File: config.mk
export PLATFORM = sky130hd
export DESIGN_NAME = mdio_master
export DESIGN_NICKNAME = d
export VERILOG_FILES = /design/src/rtl/mdio_pkg.sv /design/src/rtl/mdio_shift.sv /design/src/rtl/mdio_ctrl.sv /design/src/rtl/mdio_master.sv
export SDC_FILE = /design/constraint.sdc
export NUM_CORES = 1
export LEC_CHECK = 0
export BUFFER_PORTS_ARGS = -buffer_cell sky130_fd_sc_hd__buf_2
export CAP_MARGIN = 20
export CORE_ASPECT_RATIO = 2
export CORE_MARGIN = 2
export CORE_UTILIZATION = 53
export DETAILED_ROUTE_END_ITERATION = 8
export GPL_TIMING_DRIVEN = 0
export PLACE_DENSITY_LB_ADDON = 0.08
export SYNTH_ARGS = -nofsm -noshare
export SYNTH_HDL_FRONTEND = slang
export SYNTH_SLANG_ARGS = --single-unit
File: constraint.sdc
create_clock -name clk -period 1.6 [get_ports clk]
set_input_delay 0.32 -clock clk [delete_from_list [all_inputs] [get_ports clk]]
set_output_delay 0.32 -clock clk [all_outputs]
set_load 0.01 [all_outputs]
File: src/rtl/mdio_pkg.sv
package mdio_pkg;

  localparam int FRAME_W = 32;

  // strobes from the sequencer to the serial engine
  typedef struct packed {
    logic                start;
    logic                isRead;
    logic                isDummy;
    logic [3:0]          clkSel;
    logic [FRAME_W-1:0]  frame;
  } mdioStrobe_t;

  // half of the MDC period, in system clocks
  function automatic logic [6:0] halfPeriod(input logic [3:0] sel);
    case (sel)
      4'd0:    return 7'd8;
      4'd1:    return 7'd13;
      4'd2:    return 7'd21;
      4'd3:    return 7'd31;
      4'd4:    return 7'd51;
      default: return 7'd62;
    endcase
  endfunction

endpackage

File: src/rtl/mdio_shift.sv
module mdio_shift
  import mdio_pkg::*;
#(
  parameter int PRE_LEN = 32,
  parameter int DATA_W  = 16
) (
  input  logic              clk,
  input  logic              rstN,
  input  mdioStrobe_t       stb,
  input  logic              mdioIn,
  output logic              mdc,
  output logic              mdioOut,
  output logic              mdioOe,
  output logic              done,
  output logic [DATA_W-1:0] capData
);
  localparam int TOTAL = PRE_LEN + FRAME_W;
  localparam int IDX_W = $clog2(TOTAL);
  localparam logic [IDX_W-1:0] LAST_IDX = IDX_W'(TOTAL - 1);
  localparam logic [IDX_W-1:0] PRE_IDX  = IDX_W'(PRE_LEN);
  localparam logic [IDX_W-1:0] TA_IDX   = IDX_W'(PRE_LEN + 14);
  localparam logic [IDX_W-1:0] DAT_IDX  = IDX_W'(PRE_LEN + 16);

  logic               active, mdcQ, rdQ, dummyQ, doneQ;
  logic [IDX_W-1:0]   idx;
  logic [6:0]         halfCnt, halfReload;
  logic [FRAME_W-1:0] frameSh;
  logic [DATA_W-1:0]  capQ;

  always_ff @(posedge clk) begin
    if (!rstN) begin
      active <= 1'b0; mdcQ <= 1'b0; rdQ <= 1'b0; dummyQ <= 1'b0; doneQ <= 1'b0;
      idx <= '0; halfCnt <= '0; halfReload <= '0; frameSh <= '0; capQ <= '0;
    end else begin
      doneQ <= 1'b0;
      if (!active) begin
        if (stb.start) begin
          active     <= 1'b1;
          mdcQ       <= 1'b0;
          idx        <= '0;
          halfReload <= halfPeriod(stb.clkSel) - 7'd1;
          halfCnt    <= halfPeriod(stb.clkSel) - 7'd1;
          frameSh    <= stb.frame;
          rdQ        <= stb.isRead;
          dummyQ     <= stb.isDummy;
        end
      end else if (halfCnt != '0) begin
        halfCnt <= halfCnt - 7'd1;
      end else begin
        halfCnt <= halfReload;
        if (!mdcQ) begin
          mdcQ <= 1'b1;                       // rising edge: sample
          if (rdQ && idx >= DAT_IDX) capQ <= {capQ[DATA_W-2:0], mdioIn};
        end else begin
          mdcQ <= 1'b0;                       // falling edge: advance
          if (idx >= PRE_IDX) frameSh <= frameSh << 1;
          if (dummyQ || idx == LAST_IDX) begin
            active <= 1'b0;
            doneQ  <= 1'b1;
          end else begin
            idx <= idx + 1'b1;
          end
        end
      end
    end
  end

  assign mdc     = mdcQ;
  assign mdioOut = active && ((idx < PRE_IDX) || frameSh[FRAME_W-1]);
  assign mdioOe  = active && !dummyQ && !(rdQ && idx >= TA_IDX);
  assign done    = doneQ;
  assign capData = capQ;

  // pin outputs may move only on the edge where MDC falls
  p_out_stable_high_r8: assert property (@(posedge clk) disable iff (!rstN)
    mdcQ |-> ($stable(mdioOut) && $stable(mdioOe)));
  // MDC rests low between transactions
  p_mdc_idle_low_r9: assert property (@(posedge clk) disable iff (!rstN)
    !active |-> !mdcQ);
  // the sequencer never launches into a running engine
  p_start_when_idle_r6: assert property (@(posedge clk) disable iff (!rstN)
    stb.start |-> !active);

endmodule

File: src/rtl/mdio_ctrl.sv
module mdio_ctrl
  import mdio_pkg::*;
#(
  parameter int DATA_W = 16
) (
  input  logic              clk,
  input  logic              rstN,
  input  logic              regSel,
  input  logic              regWr,
  input  logic [31:0]       regWdata,
  output logic [31:0]       regRdata,
  input  logic              dpDone,
  input  logic [DATA_W-1:0] capData,
  output mdioStrobe_t       stb
);
  localparam logic [31:0] CMD_MASK = 32'h03FF_0F0E;

  typedef enum logic [1:0] {S_IDLE, S_ADDR, S_XFER, S_DUMMY} seqState_t;

  seqState_t   state;
  logic [31:0] cmdQ, dataQ;
  mdioStrobe_t stbQ;
  logic        busy;

  assign busy = (state != S_IDLE);

  function automatic logic [FRAME_W-1:0] mkFrame(
    input logic [1:0] st, input logic [1:0] op, input logic [4:0] phy,
    input logic [4:0] fld, input logic [15:0] word);
    return {st, op, phy, fld, 2'b10, word};
  endfunction

  always_ff @(posedge clk) begin
    if (!rstN) begin
      state <= S_IDLE; cmdQ <= '0; dataQ <= '0; stbQ <= '0;
    end else begin
      stbQ.start <= 1'b0;
      case (state)
        S_IDLE: if (regWr) begin
          if (regSel) begin
            dataQ <= regWdata;
          end else begin
            cmdQ         <= regWdata & CMD_MASK;
            stbQ.start   <= 1'b1;
            stbQ.clkSel  <= regWdata[11:8];
            stbQ.isDummy <= !regWdata[0];
            stbQ.isRead  <= regWdata[0] && !regWdata[1] && regWdata[3];
            if (!regWdata[0]) begin
              stbQ.frame <= '0;
              state      <= S_DUMMY;
            end else if (regWdata[1]) begin
              stbQ.frame <= mkFrame(2'b00, 2'b00, regWdata[25:21], regWdata[20:16], dataQ[31:16]);
              state      <= S_ADDR;
            end else begin
              stbQ.frame <= mkFrame(2'b01, regWdata[3] ? 2'b10 : 2'b01, regWdata[25:21],
                                    regWdata[20:16], dataQ[15:0]);
              state      <= S_XFER;
            end
          end
        end
        S_ADDR: if (dpDone) begin
          stbQ.start  <= 1'b1;
          stbQ.isRead <= cmdQ[3];
          stbQ.frame  <= mkFrame(2'b00, cmdQ[3] ? 2'b11 : 2'b01, cmdQ[25:21], cmdQ[20:16],
                                 dataQ[15:0]);
          state       <= S_XFER;
        end
        S_XFER: if (dpDone) begin
          if (cmdQ[3]) dataQ[DATA_W-1:0] <= capData;
          state <= S_IDLE;
        end
        default: if (dpDone) state <= S_IDLE;
      endcase
    end
  end

  assign stb      = stbQ;
  assign regRdata = regSel ? dataQ : {cmdQ[31:1], busy};

  // command fields frozen while a transaction runs
  p_cmd_frozen_r6: assert property (@(posedge clk) disable iff (!rstN)
    busy |=> $stable(cmdQ));
  // data register only changes by read capture while busy
  p_data_frozen_r6: assert property (@(posedge clk) disable iff (!rstN)
    (busy && !(state == S_XFER && dpDone)) |=> $stable(dataQ));
  // completion of the final frame clears busy
  p_done_clears_r1: assert property (@(posedge clk) disable iff (!rstN)
    (dpDone && state != S_ADDR) |=> !busy);
  // launch strobes are single-cycle pulses
  p_single_start_r5: assert property (@(posedge clk) disable iff (!rstN)
    stbQ.start |=> !stbQ.start);

endmodule

File: src/rtl/mdio_master.sv
module mdio_master
  import mdio_pkg::*;
#(
  parameter int PRE_LEN = 32,
  parameter int DATA_W  = 16
) (
  input  logic        clk,
  input  logic        rstN,
  input  logic        regSel,
  input  logic        regWr,
  input  logic [31:0] regWdata,
  output logic [31:0] regRdata,
  output logic        mdc,
  output logic        mdioOut,
  output logic        mdioOe,
  input  logic        mdioIn
);
  mdioStrobe_t       stb;
  logic              dpDone;
  logic [DATA_W-1:0] capData;

  mdio_ctrl #(.DATA_W(DATA_W)) u_ctrl (
    .clk(clk), .rstN(rstN), .regSel(regSel), .regWr(regWr),
    .regWdata(regWdata), .regRdata(regRdata), .dpDone(dpDone),
    .capData(capData), .stb(stb));

  mdio_shift #(.PRE_LEN(PRE_LEN), .DATA_W(DATA_W)) u_shift (
    .clk(clk), .rstN(rstN), .stb(stb), .mdioIn(mdioIn), .mdc(mdc),
    .mdioOut(mdioOut), .mdioOe(mdioOe), .done(dpDone), .capData(capData));

endmodule

=== Yosys cells after proc, flatten, opt, wreduce, memory -nomap -nowiden ===
Cells that the tools add are included.

* Bits in registers: 163
* Input bits: 37
* Output and inout port bits: 35

* Add/sub/neg operators: 3
* Magnitude comparators: 4
* Equal/unequal tests: 17
* Muxes and demuxes: 50
* Bitwise gates (word level): 5
* Reduce and logical (&&, ||, !) cells: 32

{| class="wikitable"
|+ Operator list
! operator !! count
|-
| $mux W32 || 8
|-
| $mux W39 || 2
|-
| $mux W16 || 4
|-
| $pmux W32 S2 || 1
|-
| $mux W7 || 6
|-
| $pmux W16 S2 || 1
|-
| $mux W31 || 1
|-
| $mux W6 || 5
|-
| $pmux W6 S5 || 1
|-
| $reduce_and A4 Y1 || 5
|-
| $ge A6 B6 Y1 const B || 3
|-
| $mux W2 || 9
|-
| $ne A2 B2 Y1 const B || 7
|-
| $sub A7 B1 Y7 const B || 2
|-
| $mux W1 || 10
|-
| $reduce_bool A2 Y1 || 5
|-
| $eq A4 B2 Y1 const B || 2
|-
| $pmux W2 S2 || 2
|-
| $logic_and A1 B1 Y1 || 7
|-
| $reduce_bool A7 Y1 || 1
|-
| $add A6 B1 Y6 const B || 1
|-
| $eq A6 B6 Y1 const B || 1
|-
| $lt A6 B6 Y1 const B || 1
|-
| $ne A2 B1 Y1 const B || 3
|-
| 13 further kinds || 23
|}

=== Logic depth before layout (Yosys ltp) ===
Gate-level depths: netlist (run 1).

* Depth in word-level cells: 8
* Gate-level depth with buffers: 9
* Mapped depth without buffers: 8

=== Cells and area by module ===
From an unflattened synthesis (run 1), not the netlist that was laid out.

* Cell total of the unflattened synthesis: 900
* Area, all modules: 7,821.3 um2

{| class="wikitable"
|+ Modules (own cells, without submodules)
! module !! instances !! cells each !! area an instance (um2) !! sequential area each (um2)
|-
| mdio_ctrl || 1 || 524 || 4,459.3 || 1,681.6
|-
| mdio_shift || 1 || 376 || 3,362.0 || 1,461.4
|}

=== Worst setup path after synthesis (run 1) ===
No wires, ideal clock.

* Kind: register to output
* From: register u_shift.active
* To: output port mdioOut
* Arrival: 1.372 ns
* Required time: 1.280 ns
* Slack: -0.092 ns
* Stages on the path, launching flop included: 5
* Buffers on the path: 3
* Path through: dfxtp_1 -> buf_2 -> buf_1 -> clkbuf_1 -> a21boi_0

* Longest elaborated chain between the ends: 1

{| class="wikitable"
|+ RTL lines
! what !! RTL line !! RTL
|-
| start: declaration || mdio_shift.sv:24 || <nowiki>logic active, mdcQ, rdQ, dummyQ, doneQ;</nowiki>
|-
| start signal: assignment || mdio_shift.sv:32 || <nowiki>active <= 1'b0; mdcQ <= 1'b0; rdQ <= 1'b0; dummyQ <= 1'b0; doneQ <= 1'b0;</nowiki>
|-
| start signal: assignment || mdio_shift.sv:38 || <nowiki>active <= 1'b1;</nowiki>
|-
| start signal: assignment || mdio_shift.sv:58 || <nowiki>active <= 1'b0;</nowiki>
|-
| $logic_and A1 B1 Y1 || mdio_shift.sv:69 || <nowiki>assign mdioOut = active && ((idx < PRE_IDX) || frameSh[FRAME_W-1]);</nowiki>
|-
| end: declaration || mdio_master.sv:14 || <nowiki>output logic mdioOut,</nowiki>
|}

Every way passes these cells.

=== Worst setup path in the final report (run 1) ===
* From: register u_shift.idx[0]
* To: output port mdioOe

* Longest elaborated chain between the ends: 4

{| class="wikitable"
|+ RTL lines
! what !! RTL line !! RTL
|-
| start: declaration || mdio_shift.sv:25 || <nowiki>logic [IDX_W-1:0] idx;</nowiki>
|-
| start signal: assignment || mdio_shift.sv:61 || <nowiki>idx <= idx + 1'b1;</nowiki>
|-
| $ge A6 B6 Y1 || mdio_shift.sv:70 || <nowiki>assign mdioOe = active && !dummyQ && !(rdQ && idx >= TA_IDX);</nowiki>
|-
| $logic_and A1 B1 Y1 || mdio_shift.sv:70 ||
|-
| $logic_not A1 Y1 || mdio_shift.sv:70 ||
|-
| $logic_and A1 B1 Y1 || mdio_shift.sv:70 ||
|-
| end: declaration || mdio_master.sv:15 || <nowiki>output logic mdioOe,</nowiki>
|}

Every way passes these cells.

==> results of run 1 <==
==> logic make-up (layout without fill, tap and decap cells) <==
family,after synthesis,count (layout),synth area share (%)
flip-flops,157,157,45.3
adder cells (fa/ha/maj),4,4,0.722
XOR/XNOR,4,4,0.505
multiplexers,64,64,9.56
buffers and inverters,78,227,4.83
AND/OR/NAND/NOR,299,299,19.9
AO/OA/AOI/OAI,202,203,19.2
==> metal layers <==
layer	vias to the layer above	GRT usage [%]	routed length [um]
li1	3166	-	-
met1	3415	35.3	8790
met2	343	60.5	13700
met3	131	6.61	1230
met4	0	19.3	2070
met5	-	0	0
==> metrics by stage <==
stage               worst slack (ps)  utilization [%]  setup TNS, ps
floorplan                       7.25                -              0
global placement                -543             58.2         -52590
detailed placement              -558             58.2         -56330
CTS                             -337             70.9          -3410
global route                    -399             78.0         -10800
finish                          -325             78.0          -6610
==> worst reg2reg max path, cell delays in order, from the launching register on <==
cell and delay [ps]:
dfxtp_2 340, buf_6 130, or3b_4 390, buf_6 140, a21oi_4 180, buf_6 150
clkbuf_16 140, o21ai_0 100, nor2_1 180
==> placed cells by master, fill, tap and decap left out, types with 6 or more instances in the layout <==
cell type  instances
dfxtp_2            7
dfxtp_1          142
nand3_1           24
clkbuf_16         24
and3_1             6
nand2b_1           7
a21oi_2            9
buf_8             13
mux2_2            17
nor3_1             9
o21ai_0           22
inv_6              8
buf_12             6
buf_4             35
a221oi_4          19
and2_1            15
buf_6             25
a211oi_2          30
a21oi_1           43
clkbuf_1          12
a211oi_1          27
nor2_1            65
mux2i_1           46
nand2_1           99
nor2_4            19
a221oi_2           8
clkbuf_2           9
buf_2             70
dfxtp_4            8
nor2_2             9
o21ai_1           20
nand3_2            7
==> registers in the layout, indices dropped and copies added (netlist names), 2 cells and up <==
| register | cells |
|---|---|
| u_shift.halfCnt | 7 |
| u_ctrl.stb | 36 |
| u_ctrl.dataQ | 32 |
| u_ctrl.cmdQ | 14 |
| u_shift.frameSh | 32 |
| u_ctrl.state | 2 |
| u_shift.capData | 16 |
| u_shift.halfReload | 7 |
| u_shift.idx | 6 |
==> cell type report <==
type | instances | area (um2)
tap | 152 | 190
clock buffer | 18 | 429
clock inverter | 14 | 169
buffer | 58 | 538
multi-input combinational | 574 | 4540
timing repair buffer | 128 | 1000
inverter | 9 | 36.3
sequential | 157 | 3180
fill | 826 | 2840
==> worst max path at each step <==
stage	start	to	slack, ps
after detailed placement	regSel	regRdata[8]	-560
after global placement	regSel	regRdata[8]	-540
after CTS	u_shift.idx[0]	mdioOe	-340
final	u_shift.idx[0]	mdioOe	-320
after global routing	u_shift.idx[0]	mdioOe	-400
after floorplan	u_ctrl.stb[34]	u_shift.halfCnt[4]	7
==> power by group through the flow <==
stage	clock [uW]	sequential, uW	combinational [uW]
final	4200	4360	1890
after global routing	4380	4370	2000
after CTS	4170	4330	1500
after floorplan	0	4300	832
after detailed placement	0	4370	1190
after global placement	0	4360	1170
==> what timing repair did <==
action,CTS,global route
pin swaps,35,49
hold buffers,0,0
gates cloned,7,7
endpoints found under the hold margin,0,0
buffers inserted,26,20
setup endpoints to repair,174,138
resized for setup,198,178
==> impl_metrics.tcl, run 1 <==
set metrics [dict create \
    required_ps 1280 \
    synth-seq-cells 157 \
    seq_power_share_pct 41.8 \
    dr.first_iter.drc_count 491 \
    synth_edf_count 0 \
    p_sw_share_pct 29.7 \
    syn_avg_cell_area_um2 8.58 \
    min_to "u_shift.capData[0]" \
    numCtsBuffers 17 \
    reg2regPathDepth 8 \
    cts_max_level 4 \
    ioPinCount 72 \
    setup-violations-final 81 \
    diodes 0 \
    p_per_area_nw_per_um2 1040 \
    r2r-end "u_ctrl.stb[1]" \
    slew_violations 0 \
    comb_power_share_pct 18.1 \
    hold_depth 3 \
    cp_max_fo 2 \
    tightest_slew_ps 838 \
    grt_pass1_wl_mm 36.8 \
    relSlewSlack_pct 44.1 \
    layout-drive-gt1-share_pct 40.5 \
    hold_viol_final 0 \
    violations "setup timing" \
    design_area_um2 10100 \
    grt_max_degree 17 \
    cts_sinks 157 \
    wl_per_cell_um 23.2 \
    p_int_uw 7340 \
    nets 986 \
    yosysTopAreaCell "dfxtp_1" \
    rsz0062_at_grt "true" \
    p_switching_uw 3110 \
    hold_ws_ps 127 \
    ys_warn_count 0 \
    core_um2 12900 \
    cap_violations 0 \
    die_area_um2 14100 \
    hpwl_mm 16.0 \
    synth_ff_type "dfxtp_1" \
    timing.rr.start "u_ctrl.state[0]" \
    crit_type "reg2out" \
    cp-start-kind "register" \
    max_stage_delay_ps 330 \
    final_cells 1110 \
    cts_tree "done" \
    io_buffers 69 \
    clock_skew_ps 11.5 \
    endpoint_kind "output port" \
    route.detailed.drc 0 \
    clkPwrFrac_pct 40.2 \
    cp_cell_sequence "inv_2 -> ha_4 -> o211a_1 -> o211ai_1 -> and3_1 -> buf_2" \
    start_util_pct 53.7 \
    synthCells 808 \
    rows 59 \
    path_depth 6 \
    routed_via_density 6.36 \
    p_leak_uw 0.00387 \
    synth_top_area_share_pct 45.3 \
    grt_overflow_total 0 \
    grt_pass1_vias 6950 \
    r2r_slack_ps -210 \
    dr.pass1.iters 6 \
    cts_root_buf "clkbuf_16" \
    synth.net_count 849 \
    placedCellCount 1029 \
    setup_ws_ps -325 \
    arrival_ps 1600 \
    synth_common_cells "157 x dfxtp_1, 101 x nand2_1, 93 x nor2_1" \
    wl_mm 25.8 \
    synth_area_um2 6940 \
    async_flop_share_pct 0 \
    cts.clk_slew.worst_paths_ps 70 \
    max_freq_ghz 0.520 \
    min_from "mdioIn" \
    min_path_type "in2reg" \
    gp_congestion 0.956 \
    peakVddDrop_v 0.00111 \
    finalPower_uw 10500 \
    synth_area_leaders "dfxtp_1 45%, mux2i_1 6.6%, a211oi_1 6.3%" \
    synth_cell_types 51 \
    status "complete, but fails checks" \
    die_h_um 166 \
    die_x_um 84.9 \
    antenna_found_initial 0 \
    track_usage_pct 33.6 \
    clockBufferDepth 2 \
    yosysSeqAreaShare_pct 45.3 \
    area_growth_pct 45.4 \
    crit_buf_inv 2 \
    cp_slowest_cell "dfxtp_2" \
    period_share_pct 120 \
    via_count 7055 \
    post-route-min-period_ps 1920 \
    clock_latency_ps 430 \
    yosysMostFrequentCell "dfxtp_1" \
    drtAntennaViolNets 0 \
    place_area_um2 7510 \
    critPathTopFamily "compound AO/OA/AOI/OAI gates" \
]
No activity file was read; power rests on OpenSTA's default activity.
==> inputs of run 2 (changes only) <==
==> constraint.sdc (replaced) <==
create_clock -name clk -period 1.75 [get_ports clk]
set_input_delay 0.35 -clock clk [delete_from_list [all_inputs] [get_ports clk]]
set_output_delay 0.35 -clock clk [all_outputs]
set_load 0.01 [all_outputs]
==> run 2 against run 1 <==
Compared with the run above: the flow still finishes with violations (setup timing); highest routed layer unchanged; critical path type unchanged; design area decreased by 8.5%; count of clock-buffer cells in the layout decreased by 1; register-to-register slack improved by 170 ps; non-clock buffer count decreased by 24; clock power decreased by 12%.
==> impl_metrics.tcl, run 2 (same netlist as run 1, synthesis figures left out) <==
set metrics [dict create \
    status "complete, but fails checks" \
    violations "setup timing" \
    antenna_found_initial 0 \
    drtAntennaViolNets 0 \
    grt_pass1_wl_mm 35.0 \
    final_common_cell "dfxtp_1" \
    diodes 0 \
    seq_power_share_pct 43.7 \
    required_ps 1400 \
    layout-drive-gt1-share_pct 33.6 \
    cts_sinks 157 \
    via_count 6702 \
    crit_type "reg2out" \
    min_path_type "in2reg" \
    die_area_um2 14100 \
    wl_per_cell_um 21.3 \
    dr.first_iter.drc_count 464 \
    cp_max_fo 2 \
    start_util_pct 53.7 \
    largest_reg_flops 36 \
    cts_root_buf "clkbuf_16" \
    hold_viol_final 0 \
    cts.clk_slew.worst_paths_ps 60 \
    tightest_slew_ps 876 \
    seq_area_um2 3160 \
    wl_mm 23.1 \
    area_growth_pct 33.0 \
    grt_max_degree 17 \
    ioPinCount 72 \
    core_um2 12900 \
    final_cell_mix "146 x dfxtp_1, 100 x nand2_1, 75 x buf_2, 68 x nor2_1, 50 x a21oi_1" \
    postCtsHoldBufs 0 \
    p_switching_uw 2600 \
    cap_violations 0 \
    dr.pass1.iters 5 \
    clkPwrFrac_pct 40.7 \
    p_per_area_nw_per_um2 984 \
    clockBufferDepth 2 \
    setup-violations-final 2 \
    peakVddDrop_v 0.000772 \
    rsz0062_at_grt "true" \
    reg2regPathDepth 8 \
    multi_input_area_um2 4150 \
    grt_pass1_vias 6649 \
    die_h_um 166 \
    die_x_um 84.9 \
    max_freq_ghz 0.490 \
    p_int_uw 6480 \
    numCtsBuffers 17 \
    comb_power_share_pct 15.5 \
    cp-start-kind "register" \
    grt_overflow_total 0 \
    relSlewSlack_pct 41.6 \
    cts_tree "done" \
    track_usage_pct 31.7 \
    gp_congestion 0.957 \
    arrival_ps 1690 \
    rows 59 \
    cts_max_level 4 \
    fillers 963 \
    hold_ws_ps 162 \
    hpwl_mm 15.7 \
    route.detailed.drc 0 \
    setup_ws_ps -289 \
    p_sw_share_pct 28.6 \
    clock_skew_ps 9.14 \
    slew_violations 0 \
    clock_latency_ps 420 \
    routed_via_density 6.17 \
    post-route-min-period_ps 2040 \
    hold_depth 3 \
    p_leak_uw 0.00357 \
    nets 962 \
    endpoint_kind "output port" \
    io_buffers 69 \
    place_ws_ps -442 \
    period_share_pct 117 \
]
run 2: cell count changes in the layout (fill, tap and decap cells not counted), sizes merged:
cell,previous run,this run
buf,153,130
clkinv,1,2
inv,19,14
clkinvlp,1,6
clkbuf,51,49
run 2: power by group through the flow:
stage	clock network [uW]	logic [uW]	registers, uW
after floorplan	0	746	3920
after global placement	0	1040	3990
after detailed placement	0	1070	3990
after CTS	3700	1240	3940
after global routing	3870	1520	3980
final	3700	1410	3970
run 2: timing repair:
item,in CTS,in global routing
pin swaps,7,37
setup endpoints to repair,141,124
gates cloned,4,4
setup buffers,17,9
resized for setup,109,138
run 2: path summary, 6_finish.rpt:
| path | start | to | slack [ps] |
|---|---|---|---|
| max | u_shift.idx[0] | mdioOe | -290 |
| min | regWdata[27] | u_ctrl.dataQ[27] | 160 |
| max reg2reg | u_shift.halfCnt[0] | u_shift.idx[1] | -40 |
| min reg2reg | u_ctrl.stb[37] | u_shift.rdQ | 460 |
run 2: metal layers:
metal / global-route usage (%) / share of wire, % / up-vias
met2: 57.0 / 53 / 268
met5: 0 / 0 / -
met1: 34.3 / 36 / 3247
met4: 18.6 / 6.1 / 0
li1: - / - / 3113
met3: 4.67 / 4.4 / 74
run 2: per-stage QoR:
step	power [uW]	instances	instance area [um2]	util [%]	setup TNS (ps)
final	9080	1086	9230	71.4	-325
after CTS	8880	1076	8650	67.0	-347
after detailed placement	5060	1029	7470	57.8	-38430
after global placement	5030	1029	7470	57.8	-34780
after floorplan	4670	808	6940	-	0
after global routing	9370	1086	9230	71.4	-916
run 2: final cells by class:
type	count	share of cell area, %
multi-input cells	574	45.0
flip-flops and latches	157	34.2
repair buffers	101	7.27
plain buffers	61	4.75
clock buffers	17	4.61
well taps	152	2.06
clock inverters	15	1.75
inverters	9	0.366
run 2: worst max-delay path, stage by stage, from the launching register on:
cell and delay [ps]:
dfxtp_2 340, inv_2 50, ha_4 150, o211a_1 200
o211ai_1 190, and3_1 210, buf_2 140
